[config.mk]
export PLATFORM = sky130hd
export DESIGN_NAME = chr_disp_hostif
export DESIGN_NICKNAME = d
export VERILOG_FILES = /design/src/rtl/chr_disp_pkg.sv /design/src/rtl/chr_disp_busdec.sv /design/src/rtl/chr_disp_ram.sv /design/src/rtl/chr_disp_busy.sv /design/src/rtl/chr_disp_hostif.sv
export SDC_FILE = /design/constraint.sdc
export NUM_CORES = 2
export LEC_CHECK = 0
export BUFFER_PORTS_ARGS = -buffer_cell sky130_fd_sc_hd__buf_2
export CAP_MARGIN = 10
export CORE_UTILIZATION = 30
export CTS_BUF_LIST = sky130_fd_sc_hd__clkbuf_4 sky130_fd_sc_hd__clkbuf_8
export CTS_CLUSTER_DIAMETER = 40
export DETAILED_ROUTE_END_ITERATION = 12
export GPL_TIMING_DRIVEN = 0
export PLACE_DENSITY = 0.57
export SYNTH_ARGS = -nofsm -noshare
export SYNTH_HDL_FRONTEND = slang
export SYNTH_SLANG_ARGS = --single-unit
export TNS_END_PERCENT = 30
[constraint.sdc]
create_clock -name clk -period 4.7 [get_ports clk]
set_clock_uncertainty 0.05 [all_clocks]
set_input_delay 0.235 -clock clk [delete_from_list [all_inputs] [get_ports clk]]
set_output_delay 0.235 -clock clk [all_outputs]
set_load 0.005 [all_outputs]
[src/rtl/chr_disp_pkg.sv]
// Shared types and helpers for the character display host port.
// Assumes an 8-bit instruction byte.
package chr_disp_pkg;

    typedef enum logic [2:0] {
        INS_NONE,
        INS_SET_DD,
        INS_SET_CG,
        INS_ENTRY,
        INS_CLEAR
    } ins_e;

    localparam logic [7:0] BLANK_CODE = 8'h20;

    // Classify an instruction byte; the leading-one position decides.
    function automatic ins_e decode_ins(input logic [7:0] b);
        if (b[7])                    return INS_SET_DD;
        else if (b[6])               return INS_SET_CG;
        else if (b[7:2] == 6'b000001) return INS_ENTRY;
        else if (b == 8'h01)         return INS_CLEAR;
        else                         return INS_NONE;
    endfunction

endpackage

[src/rtl/chr_disp_busdec.sv]
// Bus strobe decoder. Turns either strobe style into one-clock pulses:
// wr_stb on the clock that first sees a write strobe, rd_done on the clock
// that first sees a read strobe released. Assumes the strobes are
// synchronous to clk and that bus_mode only changes while the bus is idle.
module chr_disp_busdec (
    input  logic clk,
    input  logic rst_n,
    input  logic bus_mode,
    input  logic sel,
    input  logic rw,
    input  logic en,
    input  logic rd_n,
    input  logic wr_n,
    output logic wr_stb,
    output logic wr_sel,
    output logic rd_done,
    output logic rd_sel
);
    logic en_q, rd_n_q, wr_n_q;
    logic rd_pend, rsel_q;
    logic rd_begin, rd_end;

    // Start and end edge detection for both modes.
    always_comb begin
        if (bus_mode) begin
            wr_stb   = ~wr_n & wr_n_q;
            rd_begin = ~rd_n & rd_n_q;
            rd_end   = rd_n & ~rd_n_q;
        end else begin
            wr_stb   = en & ~en_q & ~rw;
            rd_begin = en & ~en_q & rw;
            rd_end   = ~en & en_q;
        end
    end

    assign wr_sel  = sel;
    assign rd_done = rd_pend & rd_end;
    assign rd_sel  = rsel_q;

    // Previous strobe levels and the pending-read record.
    always_ff @(posedge clk) begin
        if (!rst_n) begin
            en_q    <= 1'b0;
            rd_n_q  <= 1'b1;
            wr_n_q  <= 1'b1;
            rd_pend <= 1'b0;
            rsel_q  <= 1'b0;
        end else begin
            en_q   <= en;
            rd_n_q <= rd_n;
            wr_n_q <= wr_n;
            if (rd_begin) begin
                rd_pend <= 1'b1;
                rsel_q  <= sel;
            end else if (rd_end) begin
                rd_pend <= 1'b0;
            end
        end
    end
endmodule

[src/rtl/chr_disp_ram.sv]
// Single-write, single-read storage with asynchronous read.
// Contents are not reset.
module chr_disp_ram #(
    parameter int AW = 6,
    parameter int DW = 8
) (
    input  logic          clk,
    input  logic          we,
    input  logic [AW-1:0] waddr,
    input  logic [DW-1:0] wdata,
    input  logic [AW-1:0] raddr,
    output logic [DW-1:0] rdata
);
    localparam int DEPTH = 1 << AW;
    logic [DW-1:0] mem [DEPTH];

    // Write port.
    always_ff @(posedge clk) begin
        if (we) mem[waddr] <= wdata;
    end

    assign rdata = mem[raddr];
endmodule

[src/rtl/chr_disp_busy.sv]
// Busy timer. A start pulse loads a length, and busy stays high for exactly
// that many clocks. Assumes start is never raised while busy is high.
module chr_disp_busy #(
    parameter int CNT_W = 8
) (
    input  logic             clk,
    input  logic             rst_n,
    input  logic             start,
    input  logic [CNT_W-1:0] len,
    output logic             busy
);
    logic [CNT_W-1:0] cnt;

    // Load on start, otherwise count down to zero.
    always_ff @(posedge clk) begin
        if (!rst_n)          cnt <= '0;
        else if (start)      cnt <= len;
        else if (cnt != '0)  cnt <= cnt - 1'b1;
    end

    assign busy = (cnt != '0);
endmodule

[src/rtl/chr_disp_hostif.sv]
// Host register port of a character display controller: instruction and
// data registers, a shared address counter for the display and pattern
// memories, read prefetch, entry direction, clear with blank fill, and a
// busy flag. Assumes DD_AW <= 7 and CG_AW < DD_AW.
module chr_disp_hostif #(
    parameter int DD_AW   = 7,
    parameter int CG_AW   = 6,
    parameter int OP_CYC  = 4,
    parameter int CLR_CYC = 8
) (
    input  logic       clk,
    input  logic       rst_n,
    input  logic       bus_mode,
    input  logic       sel,
    input  logic       rw,
    input  logic       en,
    input  logic       rd_n,
    input  logic       wr_n,
    input  logic [7:0] din,
    output logic [7:0] dout
);
    import chr_disp_pkg::*;

    localparam int DD_DEPTH = 1 << DD_AW;
    localparam int CLR_BUSY = (CLR_CYC > DD_DEPTH) ? CLR_CYC : DD_DEPTH;
    localparam int CNT_W    = $clog2(CLR_BUSY + 1);

    logic             wr_stb, wr_sel, rd_done, rd_sel, busy;
    logic [DD_AW-1:0] ac, ac_step, fill_idx;
    logic             tgt_cg, inc, clr_act;
    logic [7:0]       dr, dd_rdata, cg_rdata;
    ins_e             ins;
    logic             ir_go, dr_go, rd_go;
    logic             set_dd, set_cg, set_ent, set_clr;
    logic [DD_AW-1:0] dd_raddr, dd_waddr;
    logic [CG_AW-1:0] cg_raddr;
    logic [7:0]       dd_wdata;
    logic             dd_we, cg_we, op_start;
    logic [CNT_W-1:0] op_len;

    chr_disp_busdec u_busdec (
        .clk(clk), .rst_n(rst_n), .bus_mode(bus_mode), .sel(sel), .rw(rw),
        .en(en), .rd_n(rd_n), .wr_n(wr_n), .wr_stb(wr_stb), .wr_sel(wr_sel),
        .rd_done(rd_done), .rd_sel(rd_sel)
    );

    // Accepted operations; everything is gated by busy.
    always_comb begin
        ins     = decode_ins(din);
        ir_go   = wr_stb & ~wr_sel & ~busy;
        dr_go   = wr_stb & wr_sel & ~busy;
        rd_go   = rd_done & rd_sel & ~busy & ~wr_stb;
        set_dd  = ir_go & (ins == INS_SET_DD);
        set_cg  = ir_go & (ins == INS_SET_CG);
        set_ent = ir_go & (ins == INS_ENTRY);
        set_clr = ir_go & (ins == INS_CLEAR);
    end

    // Next counter value under the current direction and target wrap.
    always_comb begin
        ac_step = inc ? ac + 1'b1 : ac - 1'b1;
        if (tgt_cg) ac_step[DD_AW-1:CG_AW] = '0;
    end

    // Memory port steering: prefetch address, clear fill, host writes.
    always_comb begin
        dd_raddr = set_dd ? din[DD_AW-1:0] : ac_step;
        cg_raddr = set_cg ? din[CG_AW-1:0] : ac_step[CG_AW-1:0];
        dd_we    = clr_act | (dr_go & ~tgt_cg);
        dd_waddr = clr_act ? fill_idx : ac;
        dd_wdata = clr_act ? BLANK_CODE : din;
        cg_we    = dr_go & tgt_cg;
    end

    chr_disp_ram #(.AW(DD_AW), .DW(8)) u_dd_ram (
        .clk(clk), .we(dd_we), .waddr(dd_waddr), .wdata(dd_wdata),
        .raddr(dd_raddr), .rdata(dd_rdata)
    );

    chr_disp_ram #(.AW(CG_AW), .DW(8)) u_cg_ram (
        .clk(clk), .we(cg_we), .waddr(ac[CG_AW-1:0]), .wdata(din),
        .raddr(cg_raddr), .rdata(cg_rdata)
    );

    // Busy length selection for the accepted operation.
    always_comb begin
        op_start = set_dd | set_cg | set_ent | set_clr | dr_go | rd_go;
        op_len   = set_clr ? CNT_W'(CLR_BUSY) : CNT_W'(OP_CYC);
    end

    chr_disp_busy #(.CNT_W(CNT_W)) u_busy (
        .clk(clk), .rst_n(rst_n), .start(op_start), .len(op_len), .busy(busy)
    );

    // Register state: counter, target, direction, data register, clear fill.
    always_ff @(posedge clk) begin
        if (!rst_n) begin
            ac       <= '0;
            tgt_cg   <= 1'b0;
            inc      <= 1'b1;
            dr       <= '0;
            clr_act  <= 1'b0;
            fill_idx <= '0;
        end else begin
            if (clr_act) begin
                fill_idx <= fill_idx + 1'b1;
                if (fill_idx == DD_AW'(DD_DEPTH - 1)) clr_act <= 1'b0;
            end
            if (set_dd) begin
                ac     <= din[DD_AW-1:0];
                tgt_cg <= 1'b0;
                dr     <= dd_rdata;
            end else if (set_cg) begin
                ac     <= DD_AW'(din[CG_AW-1:0]);
                tgt_cg <= 1'b1;
                dr     <= cg_rdata;
            end else if (set_ent) begin
                inc <= din[1];
            end else if (set_clr) begin
                ac       <= '0;
                inc      <= 1'b1;
                tgt_cg   <= 1'b0;
                clr_act  <= 1'b1;
                fill_idx <= '0;
            end else if (dr_go) begin
                dr <= din;
                ac <= ac_step;
            end else if (rd_go) begin
                ac <= ac_step;
                dr <= tgt_cg ? cg_rdata : dd_rdata;
            end
        end
    end

    // Host read mux.
    assign dout = sel ? dr : {busy, 7'(ac)};
endmodule

# After elaboration in Yosys (flattened, before gate mapping)
# Memories as Yosys holds them, arrays and structs flattened.
# Cells that the tools add are included.
classes:
  add_sub_neg: 4
  eq_ne: 10
  n_mux: 52
  bitwise: 40
  n_reduce_logical: 12
op_table:
  columns: ["operator", "n"]
  rows:
  - ["$mux W7", 14]
  - ["$mux W8", 12]
  - ["$and A1 B1 Y1", 21]
  - ["$mux W1", 21]
  - ["$add A7 B1 Y7 const B", 2]
  - ["$not A1 Y1", 13]
  - ["$mux W3", 4]
  - ["$eq A8 B1 Y1 const B", 1]
  - ["$reduce_bool A2 Y1", 4]
  - ["$reduce_bool A8 Y1", 1]
  - ["$sub A8 B1 Y8 const B", 1]
  - ["$eq A7 B7 Y1 const B", 1]
  - ["$sub A7 B1 Y7 const B", 1]
  - ["$eq A3 B2 Y1 const B", 2]
  - ["$eq A6 B1 Y1 const B", 1]
  - ["$mux W6", 1]
  - ["$ne A3 B3 Y1 const B", 2]
  - ["$or A1 B1 Y1", 6]
  - ["$reduce_and A3 Y1", 2]
  - ["$reduce_bool A5 Y1", 1]
  - ["$reduce_and A2 Y1", 2]
  - ["$reduce_bool A4 Y1", 1]
  - ["$eq A3 B1 Y1 const B", 1]
  - ["$eq A3 B3 Y1 const B", 1]
  - ["other kinds (2)", 2]
word_totals:
  register_bits: 38
  ram_bits: 1536
  in_bits: 16
  word_cells: 132
  n_memories: 2
mem_list:
  columns: ["name", "words", "word_bits", "rd", "rd_clocked_by_memory_dff", "wr", "line", "rtl"]
  rows:
  - ["u_dd_ram.mem", 128, 8, 1, 0, 1, "chr_disp_ram.sv:15", "logic [DW-1:0] mem [DEPTH];"]
  - ["u_cg_ram.mem", 64, 8, 1, 0, 1, "chr_disp_ram.sv:15", null]

# Depth between registers and ports, before layout
# An unclocked memory read counts as a cell.
logic_depth:
  word_depth: 16
  mapped_depth: 17

# By module
# Synthesis repeated with hierarchy kept, for this count alone.
unflattened:
  hier_cells: 2876
  area_unflattened_um2: 62147.1
by_module_without_submodules:
  columns: ["mod", "instances", "cells_per_inst", "area_each_um2", "seq_area_each_um2"]
  rows:
  - ["chr_disp_ram (u_dd_ram)", 1, 1627, 39505.4, 30749.5]
  - ["chr_disp_ram (u_cg_ram)", 1, 932, 20006.7, 15374.7]
  - ["chr_disp_hostif", 1, 239, 1933.1, 500.5]
  - ["chr_disp_busy", 1, 54, 480.5, 160.2]
  - ["chr_disp_busdec", 1, 24, 221.5, 100.1]

# Worst setup path after synthesis
# Ideal clock, no wire load.
synth_timing:
  kind: "reg2reg"
  startpoint: "register clr_act"
  endpoint: "memory u_dd_ram.mem[0][3] (data pin)"
  setup_time_ns: 0.829
  t_arrival_ns: 4.105
  path_slack_ns: -0.283
  path_stages_with_launch: 5
  n_path_buf: 3
  path_cell_list: "dfxtp_1 > clkbuf_1 > buf_1 > clkbuf_1 > nor2b_1"
synth_via:
  elab_chain_cells: 1
synth_lines:
  columns: ["item", "line", "rtl"]
  rows:
  - ["start: declaration", "chr_disp_hostif.sv:30", "logic tgt_cg, inc, clr_act;"]
  - ["start signal: assignment", "chr_disp_hostif.sv:102", "clr_act <= 1'b0;"]
  - ["start signal: assignment", "chr_disp_hostif.sv:107", "if (fill_idx == DD_AW'(DD_DEPTH - 1)) clr_act <= 1'b0;"]
  - ["start signal: assignment", "chr_disp_hostif.sv:123", "clr_act <= 1'b1;"]
  - ["$mux W8", "chr_disp_hostif.sv:71", "dd_wdata = clr_act ? BLANK_CODE : din;"]
  - ["via dd_wdata[3]", "chr_disp_hostif.sv:37", "logic [7:0] dd_wdata;"]
  - ["end: declaration", "chr_disp_ram.sv:15", null]
# The timed path passes the listed nets, and every way through them passes these cells.

# Worst setup path after layout
layout_timing:
  startpoint: "register ac[0]"
  endpoint: "register dr[3]"
layout_via:
  elab_chain_cells: 12
layout_lines:
  columns: ["item", "line", "rtl"]
  rows:
  - ["start: declaration", "chr_disp_hostif.sv:29", "logic [DD_AW-1:0] ac, ac_step, fill_idx;"]
  - ["start signal: assignment", "chr_disp_hostif.sv:110", "ac <= din[DD_AW-1:0];"]
  - ["start signal: assignment", "chr_disp_hostif.sv:114", "ac <= DD_AW'(din[CG_AW-1:0]);"]
  - ["start signal: assignment", "chr_disp_hostif.sv:127", "ac <= ac_step;"]
  - ["$sub A7 B1 Y7 / $add A7 B1 Y7 (equally long branches)", "chr_disp_hostif.sv:61", "ac_step = inc ? ac + 1'b1 : ac - 1'b1;"]
  - ["$mux W7 (*)", "chr_disp_hostif.sv:61", null]
  - ["$mux W1", "chr_disp_hostif.sv:62", "if (tgt_cg) ac_step[DD_AW-1:CG_AW] = '0;"]
  - ["$mux W7", "chr_disp_hostif.sv:67", "dd_raddr = set_dd ? din[DD_AW-1:0] : ac_step;"]
  - ["$mem_v2 Z128 W8", null, null]
  - ["$mux W8", "chr_disp_hostif.sv:130", "dr <= tgt_cg ? cg_rdata : dd_rdata;"]
  - ["$mux W8", "chr_disp_hostif.sv:128", "end else if (rd_go) begin"]
  - ["$mux W8", "chr_disp_hostif.sv:125", "end else if (dr_go) begin"]
  - ["$mux W8", "chr_disp_hostif.sv:119", "end else if (set_clr) begin"]
  - ["$mux W8", "chr_disp_hostif.sv:117", "end else if (set_ent) begin"]
  - ["$mux W8", "chr_disp_hostif.sv:113", "end else if (set_cg) begin"]
  - ["$mux W8 (*)", "chr_disp_hostif.sv:109", "if (set_dd) begin"]
  - ["end signal: assignment", "chr_disp_hostif.sv:112", "dr <= dd_rdata;"]
  - ["end signal: assignment", "chr_disp_hostif.sv:116", "dr <= cg_rdata;"]
  - ["end signal: assignment", "chr_disp_hostif.sv:126", "dr <= din;"]
  - ["end: declaration", "chr_disp_hostif.sv:31", "logic [7:0] dr, dd_rdata, cg_rdata;"]
# Mark *: on every way between the ends. The rest lies on a longest branch, timed or not. The select of a mux whose other input is x is not followed.
# A chain may end at the register's enable or synchronous reset.

==> results.txt <==
- Post-route cell area: 0.07597 mm^2
* Combined global-route utilization of all metal layers: 22.23%
- Of all flip-flops after synthesis, the portion carrying an async set or reset was 0%.
- Worst R2R End: dr[3]
* Syn_nets: 4,367
* Number of instances in the synthesized netlist: 4,342
* Post-synth EDFFs: 1,536
* Cell class contributing the biggest share of worst-path delay: compound AO/OA/AOI/OAI gates
* Count of antenna-violating nets left after detailed routing: 0
* Total of flip-flops plus latches after synthesis: 1,574
- Detailed-route DRC error count: 0
* Mapped Avg Cell Area: 14.69 um^2
* Filler instances: 19,990
* Worst Hold Path EP: u_cg_ram.mem[15][3]
- After clock tree synthesis, the clock-pin slew on the worst setup and hold paths is 70 ps.
- After detailed routing, the met2 layer carries 109.6 mm of wire.
- For this design, the slowest cell found on the critical path is fa_2.
- Die extent in x: 463.1 um
* Reg-to-reg setup timing slack: -170 ps
- Number of vias in the routed layout: 43,770
* Worst IR Drop VDD: 0.3549 mV
* Met1 Wirelength: 91.40 mm
- Total buffers and inverters traversed by the critical path: 3
* Routed len/inst: 31.87 um
* Metal3 WL: 28.68 mm
* Total of warnings raised by yosys: 0
* Layout overhead on the synthesized area: 19.13%
- Max-cap violations in this run came to 0.
- Measured in cells, the most critical reg-to-reg path has a length of 10.
- The worst setup path is of the reg2reg kind.
* FF/Latch Area: 0.04689 mm^2
- Worst slew margin relative to its limit: 17.07%
- Clock power share: 31.1%
- Routed via count divided by cell count: 5.667
- For this configuration, the core starts out at a cell density of 30.31%.
- Number of sinks on the clock net: 1,574
- The number of hold violations in the final report was 0.
* Pre-CTS WS: -3141 ps
- Origin of the critical flop-to-flop path: ac[0]
- The design draws 0.03704 W.
- Worst Hold Depth: 2
- The total area inside the core boundary comes to 0.2104 mm^2.
- Number of H-tree levels: 4
- Kind of end point of the critical path: register
- The number of pins exceeding their max-slew limit in the final report came to 0.
* Most common cell after layout, fill and taps aside: edfxtp_1
* Master cell of the clock root buffer: clkbuf_8
- The pre-antenna-repair detailed-routing pass consisted of 6 iterations.
* Routability cong.: 0.9613
* Pin count of the biggest net entering global routing: 74
- The first global-routing pass estimated 331.7 mm of wire.
* Part of the power in combinational logic: 26.9%
- For the pin with the worst max-slew slack, the measured transition is 1244 ps.
* Arrival time at the worst endpoint: 5700 ps
* Switching part of the total: 34.54%
- The min-delay analysis places its worst path in the category in2reg.
- Achievable clock frequency: 205.4 MHz
- Hold path startpoint: din[3]
* Clock tree from TritonCTS: done
- Number of global-route vias before repair: 41,020
- Fraction of layout instances using a drive strength above 1: 21.94%
* Final worst path period need: 4868 ps
* Commonest non-fill, non-tap cells in the layout: edfxtp_1 (1,536), nand2_1 (844), nand3_1 (318), clkbuf_8 (239), nor2_1 (170)
- Req. time, crit path: 5540 ps
* Kind of start point of the critical path: register
* Maximum fanout along the worst path: 10
- The final layout contains 4,756 nets.
* Initial DRC count: 6,695
- The die covers 0.2144 mm^2.
- After detailed placement, the design holds a cell count of 7,222.
* Antenna violations before repair: 7
- Setup violations remaining at the end of the flow were counted as 35.
- For this run, the number of standard cells in the final layout without fillers is 7,725.
- At the later pin of the worst-skew pair, clock insertion delay measures 1050 ps.
* I/O Buffers: 23
- For this run, the register share of the synthesized area comes to 73.51%.
- Launching element of the worst setup path: ac[0]
- Number of top-level design ports: 24
- Cell internal power was estimated by the tool at 0.02425 W.
- The analysis attributes to net switching a power of 0.01279 W.
- The checks that failed: setup timing.
- Die span in y: 463.1 um
- The multi-input combinational cells in the finished layout cover a total of 0.01715 mm^2.
- Clock buffer depth: 3
* Flop pwr share: 41.9%
* Critical Path, Cell by Cell: clkinv_2, fa_2, a21o_1, clkbuf_2, clkbuf_1, a211oi_1, nor4_1, o221ai_1, o31ai_2, a31oi_1
- Number of distinct standard cells referenced by the synthesized netlist: 80
- The final critical path takes up 103.6% of the cycle.
- Area post-placement: 0.06839 mm^2
- Aggregate routed wire length: 246.2 mm
* CTS buffer count: 237
- Dominant synthesized flop cell: edfxtp_1
- HPWL after detailed placement: 161.7 mm
* PnR worst setup slack: -168.1 ps
- Summing every instance area after synthesis gives 0.06378 mm^2.
* CP peak stage delay: 800 ps
- In this run the top signal layer used is met5.
- Cell area power density: 487.6 mW/mm^2
- For this run the aggregate overflow at the end of global routing stands at 0.
- The initialized floorplan defines 168 standard-cell rows.
* Result of the run: complete, but fails checks
* RSZ-0062 raised after global routing: yes
- Leakage dissipation: 23.94 nW
-- power by group through the flow --
| stage | registers (W) | logic [W] | clock network [W] |
|---|---|---|---|
| finish | 0.0155 | 0.00998 | 0.0115 |
| global route | 0.0155 | 0.00999 | 0.0121 |
| CTS | 0.0155 | 0.00929 | 0.0115 |
| detailed placement | 0.0158 | 0.00864 | 0 |
| global placement | 0.0159 | 0.00841 | 0 |
| floorplan | 0.0158 | 0.00415 | 0 |
-- through the flow --
step	hold WS, ps	utilization [%]	TNS, ps
after floorplan	283.9	-	-178440
final	164.0	36.11	-1504
after global placement	393.9	32.03	-5333690
after CTS	9.838	35.65	-5010
after global routing	162.6	36.10	-13320
after detailed placement	405.9	32.50	-1042500
-- cell families after synthesis --
family          Yosys count  synth area share, %
compound gates          530                5.866
xor+xnor                 17               0.2335
fa+ha+maj                 9               0.1883
buf+inv                 268                1.799
flops                  1574                73.51
mux                     295                7.231
simple gates           1649                11.17
-- sequential cells by signal (all words and copies together) (netlist names) --
name,cells
u_dd_ram.mem,1024
u_cg_ram.mem,512
dr,8
u_busy.cnt,8
ac,7
fill_idx,7
clr_act,1
inc,1
tgt_cg,1
u_busdec.en_q,1
u_busdec.rd_n_q,1
u_busdec.rd_pend,1
u_busdec.rd_sel,1
u_busdec.wr_n_q,1
-- what timing repair did --
action,in CTS,in global routing
hold endpoints to repair,282,124
hold buffers,25,2
resized for setup,524,172
setup buffers,16,33
endpoints found under the setup margin,1511,565
pin swaps,15,14
-- worst register-to-register path, delay by kind of cell, from the launching register on --
family	cells	cell delay [ps]
AOI/OAI and AO/OA	5	1490
adders and majority gates	1	810
buffers and inverters	3	1430
DFF	1	480
and+or+nand+nor	1	490
-- worst max path at each step --
stage,endpoint,cells past startpoint
6_report,dr[3],10
5_1_grt,dr[3],12
4_1_cts,u_cg_ram.mem[15][6],6
3_5_place_dp,dr[2],14
3_3_place_gp,u_dd_ram.mem[13][2],4
2_1_floorplan,u_dd_ram.mem[0][3],4
-- synthesized netlist by cell type (15+ instances only) --
cell | number | share of area, %
a211oi_1 | 33 | 0.39
a21oi_1 | 115 | 0.90
a22oi_1 | 29 | 0.34
a311oi_1 | 17 | 0.23
a31oi_1 | 63 | 0.62
a32oi_1 | 41 | 0.56
and3_1 | 25 | 0.25
buf_1 | 27 | 0.16
buf_2 | 71 | 0.56
clkbuf_1 | 142 | 0.84
dfxtp_1 | 38 | 1.2
edfxtp_1 | 1536 | 72
inv_1 | 15 | 0.088
mux2_2 | 16 | 0.28
mux2i_1 | 148 | 2.3
mux4_2 | 131 | 4.6
nand2_1 | 847 | 5.0
nand2b_1 | 15 | 0.15
nand3_1 | 319 | 2.5
nand4_1 | 23 | 0.23
nor2_1 | 269 | 1.6
nor3_1 | 54 | 0.42
nor4_1 | 27 | 0.26
o21ai_0 | 37 | 0.29
o221ai_1 | 21 | 0.29
o22ai_1 | 30 | 0.29
o31ai_1 | 19 | 0.22
-- metal layers --
metal  GRT usage [%]  vias up
li1                -    17550
met4           13.80        4
met2           33.76     3194
met5         0.04456        -
met3           5.685      682
met1           28.34    22340
-- cell type report --
class | instances | area share, %
Sequential cell | 1574 | 61.71
Inverter | 18 | 0.09058
Timing Repair Buffer | 157 | 2.246
Tap cell | 2805 | 4.619
Multi-Input combinational cell | 2500 | 22.57
Clock inverter | 104 | 1.077
Buffer | 243 | 2.577
Antenna cell | 7 | 0.02306
Clock buffer | 317 | 5.084
Power figures use the tool's default switching activity.
